--- config.mk ---
export PLATFORM = sky130hd
export DESIGN_NAME = lsort_top
export DESIGN_NICKNAME = d
export VERILOG_FILES = /design/src/rtl/lsort_pkg.sv /design/src/rtl/lsort_node.sv /design/src/rtl/lsort_ctrl.sv /design/src/rtl/lsort_inbuf.sv /design/src/rtl/lsort_top.sv
export SDC_FILE = /design/constraint.sdc
export NUM_CORES = 2
export LEC_CHECK = 0
export ABC_AREA = 1
export BUFFER_PORTS_ARGS = -buffer_cell sky130_fd_sc_hd__buf_2
export CORE_MARGIN = 3
export CORE_UTILIZATION = 45
export CTS_CLUSTER_DIAMETER = 30
export DETAILED_ROUTE_END_ITERATION = 8
export GPL_TIMING_DRIVEN = 0
export HOLD_SLACK_MARGIN = 0.08
export SETUP_SLACK_MARGIN = 0.02
export SLEW_MARGIN = 5
export SYNTH_ARGS = -nofsm -noshare
export SYNTH_HDL_FRONTEND = slang
export SYNTH_SLANG_ARGS = --single-unit
--- constraint.sdc ---
create_clock -name clk -period 3.6 [get_ports clk]
set_clock_uncertainty 0.2 [all_clocks]
set_input_delay 0.54 -clock clk [delete_from_list [all_inputs] [get_ports clk]]
set_output_delay 0.54 -clock clk [all_outputs]
set_load 0.05 [all_outputs]
--- src/rtl/lsort_pkg.sv ---
package lsort_pkg;

  typedef enum logic [1:0] {
    NODE_HOLD       = 2'd0,
    NODE_LOAD       = 2'd1,
    NODE_FROM_LEFT  = 2'd2,
    NODE_FROM_RIGHT = 2'd3
  } node_op_e;

  // g_* flags: the cell is empty or its tag orders strictly after the new tag.
  function automatic node_op_e pick_op(
    input logic ins,
    input logic pop,
    input logic is_head,
    input logic g_prev,
    input logic g_self,
    input logic g_next
  );
    node_op_e op;
    op = NODE_HOLD;
    if (pop && ins) begin
      // Work in the frame already shifted toward the head.
      if (!g_next)                 op = NODE_FROM_RIGHT;
      else if (is_head || !g_self) op = NODE_LOAD;
      else                         op = NODE_HOLD;
    end else if (pop) begin
      op = NODE_FROM_RIGHT;
    end else if (ins) begin
      if (g_prev)      op = NODE_FROM_LEFT;
      else if (g_self) op = NODE_LOAD;
      else             op = NODE_HOLD;
    end
    return op;
  endfunction

endpackage

--- src/rtl/lsort_node.sv ---
module lsort_node
  import lsort_pkg::*;
#(
  parameter int TAG_W  = 16,
  parameter int DATA_W = 16,
  parameter bit ASCEND = 1'b1,
  parameter bit HEAD   = 1'b0
) (
  input  logic              clk,
  input  logic              rst,
  input  logic              ins,
  input  logic              pop,
  input  logic              g_prev,
  input  logic              g_next,
  input  logic [TAG_W-1:0]  new_tag,
  input  logic [DATA_W-1:0] new_data,
  input  logic              left_v,
  input  logic [TAG_W-1:0]  left_tag,
  input  logic [DATA_W-1:0] left_data,
  input  logic              right_v,
  input  logic [TAG_W-1:0]  right_tag,
  input  logic [DATA_W-1:0] right_data,
  output logic              cur_v,
  output logic [TAG_W-1:0]  cur_tag,
  output logic [DATA_W-1:0] cur_data,
  output logic              g_out
);

  logic     after_new;
  node_op_e op;

  generate
    if (ASCEND) begin : g_asc
      assign after_new = cur_tag > new_tag;
    end else begin : g_desc
      assign after_new = cur_tag < new_tag;
    end
  endgenerate

  assign g_out = !cur_v || after_new;
  assign op    = pick_op(ins, pop, HEAD, g_prev, g_out, g_next);

  always_ff @(posedge clk) begin
    if (rst) begin
      cur_v    <= 1'b0;
      cur_tag  <= '0;
      cur_data <= '0;
    end else begin
      case (op)
        NODE_LOAD: begin
          cur_v    <= 1'b1;
          cur_tag  <= new_tag;
          cur_data <= new_data;
        end
        NODE_FROM_LEFT: begin
          cur_v    <= left_v;
          cur_tag  <= left_tag;
          cur_data <= left_data;
        end
        NODE_FROM_RIGHT: begin
          cur_v    <= right_v;
          cur_tag  <= right_tag;
          cur_data <= right_data;
        end
        default: ;
      endcase
    end
  end

endmodule

--- src/rtl/lsort_ctrl.sv ---
module lsort_ctrl #(
  parameter int WORD_W = 32
) (
  input  logic              in_valid,
  input  logic [WORD_W-1:0] in_word,
  input  logic              del_req,
  input  logic              head_v,
  input  logic              full,
  input  logic              buf_v,
  input  logic [WORD_W-1:0] buf_word,
  output logic              pop,
  output logic              ins,
  output logic              room,
  output logic [WORD_W-1:0] new_word
);

  assign pop      = del_req && head_v;
  assign room     = !full || pop;
  assign ins      = (buf_v || in_valid) && room;
  assign new_word = buf_v ? buf_word : in_word;

endmodule

--- src/rtl/lsort_inbuf.sv ---
module lsort_inbuf #(
  parameter int WORD_W = 32
) (
  input  logic              clk,
  input  logic              rst,
  input  logic              in_valid,
  input  logic [WORD_W-1:0] in_word,
  input  logic              take,
  input  logic              room,
  output logic              buf_v,
  output logic [WORD_W-1:0] buf_word
);

  always_ff @(posedge clk) begin
    if (rst) begin
      buf_v    <= 1'b0;
      buf_word <= '0;
    end else if (buf_v) begin
      if (take) begin
        buf_v    <= in_valid;
        buf_word <= in_word;
      end
    end else if (in_valid && !room) begin
      buf_v    <= 1'b1;
      buf_word <= in_word;
    end
  end

endmodule

--- src/rtl/lsort_top.sv ---
module lsort_top #(
  parameter int DEPTH  = 16,
  parameter int TAG_W  = 16,
  parameter int DATA_W = 16,
  parameter bit ASCEND = 1'b1
) (
  input  logic              clk,
  input  logic              rst,
  input  logic              in_valid,
  input  logic [TAG_W-1:0]  in_tag,
  input  logic [DATA_W-1:0] in_data,
  input  logic              del_req,
  output logic              head_valid,
  output logic [TAG_W-1:0]  head_tag,
  output logic [DATA_W-1:0] head_data,
  output logic              full,
  output logic              stall
);

  localparam int WORD_W = TAG_W + DATA_W;

  logic [DEPTH-1:0]             nv;
  logic [DEPTH-1:0]             ng;
  logic [DEPTH-1:0][TAG_W-1:0]  nt;
  logic [DEPTH-1:0][DATA_W-1:0] nd;

  logic              pop, ins, room, buf_v;
  logic [WORD_W-1:0] buf_word, new_word;
  logic [TAG_W-1:0]  new_tag;
  logic [DATA_W-1:0] new_data;

  assign full = nv[DEPTH-1];

  lsort_ctrl #(.WORD_W(WORD_W)) u_ctrl (
    .in_valid (in_valid),
    .in_word  ({in_tag, in_data}),
    .del_req  (del_req),
    .head_v   (nv[0]),
    .full     (full),
    .buf_v    (buf_v),
    .buf_word (buf_word),
    .pop      (pop),
    .ins      (ins),
    .room     (room),
    .new_word (new_word)
  );

  lsort_inbuf #(.WORD_W(WORD_W)) u_buf (
    .clk      (clk),
    .rst      (rst),
    .in_valid (in_valid),
    .in_word  ({in_tag, in_data}),
    .take     (ins),
    .room     (room),
    .buf_v    (buf_v),
    .buf_word (buf_word)
  );

  assign {new_tag, new_data} = new_word;

  generate
    for (genvar i = 0; i < DEPTH; i++) begin : g_cell
      logic              gp, gn, lv, rv;
      logic [TAG_W-1:0]  lt, rt;
      logic [DATA_W-1:0] ld, rd;

      if (i == 0) begin : g_first
        assign gp = 1'b0;
        assign lv = 1'b0;
        assign lt = '0;
        assign ld = '0;
      end else begin : g_mid_l
        assign gp = ng[i-1];
        assign lv = nv[i-1];
        assign lt = nt[i-1];
        assign ld = nd[i-1];
      end

      if (i == DEPTH-1) begin : g_last
        assign gn = 1'b1;
        assign rv = 1'b0;
        assign rt = '0;
        assign rd = '0;
      end else begin : g_mid_r
        assign gn = ng[i+1];
        assign rv = nv[i+1];
        assign rt = nt[i+1];
        assign rd = nd[i+1];
      end

      lsort_node #(
        .TAG_W  (TAG_W),
        .DATA_W (DATA_W),
        .ASCEND (ASCEND),
        .HEAD   (i == 0)
      ) u_node (
        .clk        (clk),
        .rst        (rst),
        .ins        (ins),
        .pop        (pop),
        .g_prev     (gp),
        .g_next     (gn),
        .new_tag    (new_tag),
        .new_data   (new_data),
        .left_v     (lv),
        .left_tag   (lt),
        .left_data  (ld),
        .right_v    (rv),
        .right_tag  (rt),
        .right_data (rd),
        .cur_v      (nv[i]),
        .cur_tag    (nt[i]),
        .cur_data   (nd[i]),
        .g_out      (ng[i])
      );
    end
  endgenerate

  assign head_valid = nv[0];
  assign head_tag   = nt[0];
  assign head_data  = nd[0];
  assign stall      = full && buf_v;

endmodule

== Word-level counts from Yosys, hierarchy flattened ==
Cells that the tools add are included.

* $add $sub $neg: 0
* Multipliers: 0
* Div/mod/pow operators: 0
* Order comparisons: 16
* Eq/ne operators: 49
* Shifts and indexed selects: 0
* Mux-type cells: 164
* Bitwise logic cells: 0
* Reductions and logical operators: 58

{| class="wikitable"
|+ Operators by type and width
! operator !! count
|-
| one-hot mux 16 bit (3 select lines) || 32
|-
| > comparator 16 bit || 16
|-
| 2-to-1 mux 2 bit || 78
|-
| 2-to-1 mux 32 bit || 4
|-
| equality test 2 bit, second input constant || 32
|-
| one-hot mux 1 bit (3 select lines) || 16
|-
| nonzero test 3 bit || 16
|-
| 2-to-1 mux 1 bit || 34
|-
| equality test 2 x 1 -> 1 bit, second input constant || 16
|-
| logical OR 1 bit || 18
|-
| logical NOT 1 bit || 17
|-
| logical AND 1 bit || 5
|-
| inequality test 2 x 1 -> 1 bit, second input constant || 1
|-
| AND reduction 2 bit || 1
|-
| nonzero test 2 bit || 1
|}

* Register bits after elaboration: 561
* Bits in latches: 0
* RAM bits: 0
* ROM bits: 0
* Input port bits: 36
* Output and inout bits: 35
* Word-level logic and storage cells: 337
* Memories kept: 0

== Longest topological paths before layout ==
* Depth in word-level cells: 10
* Gate-level depth with buffers: 27
* Mapped depth without buffers: 23

== By module ==
Synthesis repeated with hierarchy kept, for this count alone.

* Cell total of the unflattened synthesis: 6,856
* Area total of the unflattened synthesis: 41,915.2 um2

{| class="wikitable"
|+ Modules (own cells, without submodules)
! module !! times used !! cells an instance !! area each (um2) !! seq. area each (um2)
|-
| lsort_node (g_cell[10].u_node ...) || 9 || 411 || 2,459.9 || 660.6
|-
| lsort_node (g_cell[5].u_node ...) || 4 || 411 || 2,492.4 || 660.6
|-
| lsort_node (g_cell[0].u_node) || 1 || 363 || 2,671.3 || 660.6
|-
| lsort_node (g_cell[13].u_node) || 1 || 413 || 2,501.1 || 660.6
|-
| lsort_node (g_cell[9].u_node) || 1 || 408 || 2,458.6 || 660.6
|-
| lsort_inbuf || 1 || 217 || 1,552.7 || 660.6
|-
| lsort_ctrl || 1 || 108 || 608.1 || 0.0
|-
| lsort_top || 1 || 4 || 15.0 || 0.0
|}

== Worst setup path before layout ==
Ideal clock, no wire load.

* Kind: reg2reg
* Start: register u_buf.buf_v
* End: register g_cell[1].u_node.cur_tag[1]
* Setup time: 116 ps
* Arrival time: 3,643 ps
* Required time: 3,284 ps
* Path slack: -359 ps
* Stages on the path, launching flop included: 21
* Buffers on the path: 4
* Clock period less this slack: 3,959 ps
* Cells stage by stage: dfxtp_1 -> buf_2 -> clkbuf_1 -> o21ai_0 -> ha_1 -> a21oi_1 -> nor2_1 -> nor3_1 -> nand2_1 -> nand2_1 -> nand2_1 -> nand2_1 -> nand2_1 -> nand2_4 -> nand3_2 -> inv_2 -> nand2_1 -> buf_4 -> buf_4 -> o21ai_0 -> nor2_1

* Cells in the longest elaborated chain, start to end: 10
* Elaborated cells on any way between the ends: 22
* Those cells by class: 3 x order compare; 3 x eq/ne; 9 x mux; 7 x reduce/logical

{| class="wikitable"
|+ Ends and longest elaborated chain
! item !! line !! RTL
|-
| from (decl) || lsort_inbuf.sv:10 || <nowiki>output logic buf_v,</nowiki>
|-
| from (signal assigned) || lsort_inbuf.sv:20 || <nowiki>buf_v <= in_valid;</nowiki>
|-
| 2-to-1 mux 32 bit || lsort_ctrl.sv:20 || <nowiki>assign new_word = buf_v ? buf_word : in_word;</nowiki>
|-
| > comparator 16 bit || lsort_node.sv:34 || <nowiki>assign after_new = cur_tag > new_tag;</nowiki>
|-
| logical OR 1 bit || lsort_node.sv:40 || <nowiki>assign g_out = !cur_v || after_new;</nowiki>
|-
| 2-to-1 mux 1 bit || lsort_pkg.sv:30 || <nowiki>else if (g_self) op = NODE_LOAD;</nowiki>
|-
| 2-to-1 mux 2 bit || lsort_pkg.sv:29 || <nowiki>if (g_prev) op = NODE_FROM_LEFT;</nowiki>
|-
| 2-to-1 mux 2 bit || lsort_pkg.sv:28 || <nowiki>end else if (ins) begin</nowiki>
|-
| 2-to-1 mux 2 bit || lsort_pkg.sv:26 || <nowiki>end else if (pop) begin</nowiki>
|-
| 2-to-1 mux 2 bit || lsort_pkg.sv:21 || <nowiki>if (pop && ins) begin</nowiki>
|-
| equality test 2 bit or equality test 2 x 1 -> 1 bit (tied branches) || lsort_node.sv:49 || <nowiki>case (op)</nowiki>
|-
| one-hot mux 16 bit (3 select lines) or nonzero test 3 bit (tied branches) || - ||
|-
| to (signal assigned) || lsort_node.sv:52 || <nowiki>cur_tag <= new_tag;</nowiki>
|-
| to (signal assigned) || lsort_node.sv:57 || <nowiki>cur_tag <= left_tag;</nowiki>
|-
| to (signal assigned) || lsort_node.sv:62 || <nowiki>cur_tag <= right_tag;</nowiki>
|-
| to (decl) || lsort_node.sv:24 || <nowiki>output logic [TAG_W-1:0] cur_tag,</nowiki>
|}

Several ways; a longest one is shown, not always the timed one.
A chain may end at the register's enable or synchronous reset.

== Worst setup path in the final report ==
* Start: register g_cell[0].u_node.cur_v
* End: register g_cell[11].u_node.cur_tag[10]

* Cells in the longest elaborated chain, start to end: 8
* Elaborated cells on any way between the ends: 12
* Those cells by class: 3 x eq/ne; 4 x mux; 5 x reduce/logical

{| class="wikitable"
|+ Ends and longest elaborated chain
! item !! line !! RTL
|-
| from (decl) || lsort_node.sv:23 || <nowiki>output logic cur_v,</nowiki>
|-
| from (signal assigned) || lsort_node.sv:56 || <nowiki>cur_v <= left_v;</nowiki>
|-
| from (signal assigned) || lsort_node.sv:61 || <nowiki>cur_v <= right_v;</nowiki>
|-
| logical AND 1 bit (*) || lsort_ctrl.sv:17 || <nowiki>assign pop = del_req && head_v;</nowiki>
|-
| logical OR 1 bit || lsort_ctrl.sv:18 || <nowiki>assign room = !full || pop;</nowiki>
|-
| logical AND 1 bit || lsort_ctrl.sv:19 || <nowiki>assign ins = (buf_v || in_valid) && room;</nowiki>
|-
| 2-to-1 mux 2 bit || lsort_pkg.sv:28 ||
|-
| 2-to-1 mux 2 bit || lsort_pkg.sv:26 ||
|-
| 2-to-1 mux 2 bit (*) || lsort_pkg.sv:21 ||
|-
| equality test 2 bit or equality test 2 x 1 -> 1 bit (tied branches) || lsort_node.sv:49 ||
|-
| one-hot mux 16 bit (3 select lines) or nonzero test 3 bit (tied branches) || - ||
|-
| to (signal assigned) || lsort_node.sv:52 ||
|-
| to (signal assigned) || lsort_node.sv:57 ||
|-
| to (signal assigned) || lsort_node.sv:62 ||
|-
| to (decl) || lsort_node.sv:24 ||
|}

Every way passes the cells marked *; elsewhere a longest branch is shown, timed or not.

==> flow_summary.json <==
{
  "status": "finished with violations",
  "violations": "max-capacitance violations, max-slew violations, negative setup slack",
  "hold_ws_ns": 0.2800,
  "io_buffers": 69,
  "yosysSeqAreaShare_pct": 29.75,
  "fin_util_pct": 63.48,
  "hpwl_mm": 137.2,
  "cp.required_ns": 4.07,
  "yosysWarnings": 0,
  "hold_violations": 0,
  "worst_r2r_endpoint": "g_cell[11].u_node.cur_tag[10]",
  "grt_setup_unrepaired": "yes",
  "finalCritPeriodShare_pct": 103.0,
  "r2r_cells": 8,
  "synth_edf_count": 0,
  "synth_area_per_cell_um2": 6.159,
  "grt_util_all_layers_pct": 42.77,
  "cts-root-buf": "clkbuf_16",
  "synth_seq_cells": 561,
  "maxCapViolations": 4,
  "grt_max_degree": 17,
  "netlist_instances": 6129,
  "tightest_slew_ns": 1.609,
  "end_kind": "register",
  "synthesis.area_mm2": 0.03775,
  "path_clk_slew_ns": 0.05,
  "grt_pass1_vias": 40601,
  "ys_types": 39,
  "fin_crit_ns": 3.707,
  "path_class": "register to register",
  "antenna_left": 0,
  "r2r-start": "g_cell[0].u_node.cur_v",
  "drive_gt1_share_pct": 21.04,
  "peakVddDrop_mv": 0.5055,
  "clock_path_buffers": 3,
  "dieArea_mm2": 0.08739,
  "final_cells": 7829,
  "p_total_w": 0.03962,
  "ys.flop_type": "dfxtp_1",
  "core.rowCount": 105,
  "final_nets": 6918,
  "cts_made_buffers": 159,
  "async_flop_share_pct": 0,
  "grt_pass1_wl_mm": 273.6,
  "crit_fanout": 10,
  "leakage_nw": 25.08,
  "num_vias": 46779,
  "die_x_um": 295.6,
  "drtIter0Drc": 6752,
  "routed_wl_mm": 204.0,
  "clock.fmax_ghz": 0.2698,
  "timing.reg2reg.setup_slack_ns": -0.11,
  "place_ws_ns": -1.534,
  "placed_cells": 7290,
  "slew-limit-headroom_pct": -7.261,
  "cts_max_level": 4,
  "area_growth_pct": 38.97,
  "synth_area_leaders": "dfxtp_1 30%, nand2_1 19%, nand3_1 8.8%",
  "clk_latency_ns": 0.78,
  "whs_path_depth": 2,
  "cts_tree": "yes",
  "p_per_area_mw_per_mm2": 755.3,
  "startpoint_type": "register",
  "die_h_um": 295.6,
  "overflow": 0,
  "wl_per_cell_um": 26.06,
  "cts_sinks": 561,
  "drc_errors": 0,
  "layout_setup_ws_ns": -0.1066,
  "core_area_mm2": 0.08264,
  "worstHoldStart": "g_cell[9].u_node.cur_data[9]",
  "hold_path_end": "g_cell[8].u_node.cur_data[9]",
  "yosys.area.top_type": "dfxtp_1",
  "firstDrtPassIters": 7,
  "syn_nets": 6421,
  "worstHoldPathType": "register to register",
  "drv_slew": 28,
  "io_pins": 71,
  "start_util_pct": 45.68,
  "crit_start": "g_cell[0].u_node.cur_v",
  "finalSetupViolCount": 43,
  "synth_top_area_share_pct": 29.75,
  "cp_data_arrival_time_ns": 4.18,
  "antenna_found_initial": 2,
  "nFillCells": 7414,
  "drt-vias-per-instance": 5.975,
  "gp_congestion": 0.9894
}
==> worst max path at each step <==
stage and to:
2_1_floorplan g_cell[1].u_node.cur_tag[1], 3_3_place_gp g_cell[15].u_node.cur_tag[6], 3_5_place_dp g_cell[5].u_node.cur_data[11], 4_1_cts g_cell[5].u_node.cur_tag[12], 5_1_grt g_cell[7].u_node.cur_tag[2], 6_report g_cell[11].u_node.cur_tag[10]
==> registers in the layout, indices dropped and copies added, names as in the netlist <==
signal / cells
g_cell.u_node.cur_v: 16
u_buf.buf_word: 32
u_buf.buf_v: 1
g_cell.u_node.cur_data: 256
g_cell.u_node.cur_tag: 256
==> per-layer routing <==
metal  wire, µm  track usage, %  vias up
li1           -               -    21002
met1      80030           58.01    21614
met5        124          0.4336        -
met2      78530           59.05     3415
met3      30190           13.35      736
met4      15150           25.59       12
==> placed cells by master (no fill, tap or decap), drive strengths merged, types with 22 or more instances in the layout <==
cell type,synthesis,routed
nand3,669,669
nand4,25,25
nor2,738,738
dfxtp,561,561
or2,39,39
o21ai,595,595
o21bai,25,25
nand2,1966,1969
inv,436,443
dlygate4sd3,0,33
ha,256,256
buf,219,498
a21oi,276,276
o21a,26,26
o211ai,22,22
o22ai,36,36
clkbuf,185,430
clkinv,2,33
==> metrics by stage <==
stage               setup TNS (ns)  area (µm²)
floorplan                        0       37760
finish                     -0.9333       52460
CTS                              0       48020
global route                -13.68       52450
detailed placement         -656.55       40130
global placement          -1614.87       39440
==> what timing repair did <==
action,4_1_cts,5_1_grt
pin swaps,44,204
endpoints found under the hold margin,33,0
gates cloned,11,45
hold buffers,33,0
gates resized for setup,347,1032
setup endpoints to repair,528,528
setup buffers,94,69
==> cell families after synthesis <==
group	synth area share [%]
AND/OR/NAND/NOR	38.01
buffers and inverters	9.603
AO/OA/AOI/OAI	14.15
adder cells (fa/ha/maj)	8.486
flip-flops	29.75
==> synth_stat cells, types with 25 or more instances <==
library cell	instances
a21oi_1	274
buf_1	25
buf_2	128
buf_4	52
clkbuf_1	182
dfxtp_1	561
ha_1	256
inv_1	420
nand2_1	1929
nand2_2	29
nand3_1	662
nand4_1	25
nor2_1	728
o21a_1	26
o21ai_0	530
o21ai_1	60
o21bai_1	25
o22ai_1	36
or2_2	39
==> power by group <==
part / internal (W) / switching [W]
registers: 0.00770 / 0.00203
logic: 0.00570 / 0.00927
clock network: 0.0103 / 0.00462
total: 0.0237 / 0.0159
==> cell type report <==
| cell class | count | area [µm²] | area share [%] |
|---|---|---|---|
| Multi-Input combinational cell | 4729 | 25530 | 48.67 |
| Sequential cell | 561 | 11230 | 21.41 |
| Clock buffer | 225 | 4569 | 8.710 |
| Timing Repair Buffer | 334 | 3805 | 7.253 |
| Inverter | 438 | 1683 | 3.208 |
| Tap cell | 1070 | 1339 | 2.552 |
| Timing Repair inverter | 1 | 6.256 | 0.01193 |
| Buffer | 402 | 3217 | 6.132 |
| Antenna cell | 5 | 12.51 | 0.02385 |
| Clock inverter | 64 | 1065 | 2.030 |
==> critical path: stages, from the launching register on <==
cell and delay, ns:
dfxtp_1 0.53, nand2_4 0.38, clkinv_2 0.57, clkbuf_2 0.61
clkbuf_1 0.74, nand3_1 0.21, o21ai_0 0.15, nor2_1 0.07
nor2_1 0.10
(Power assumes the default switching activity.)
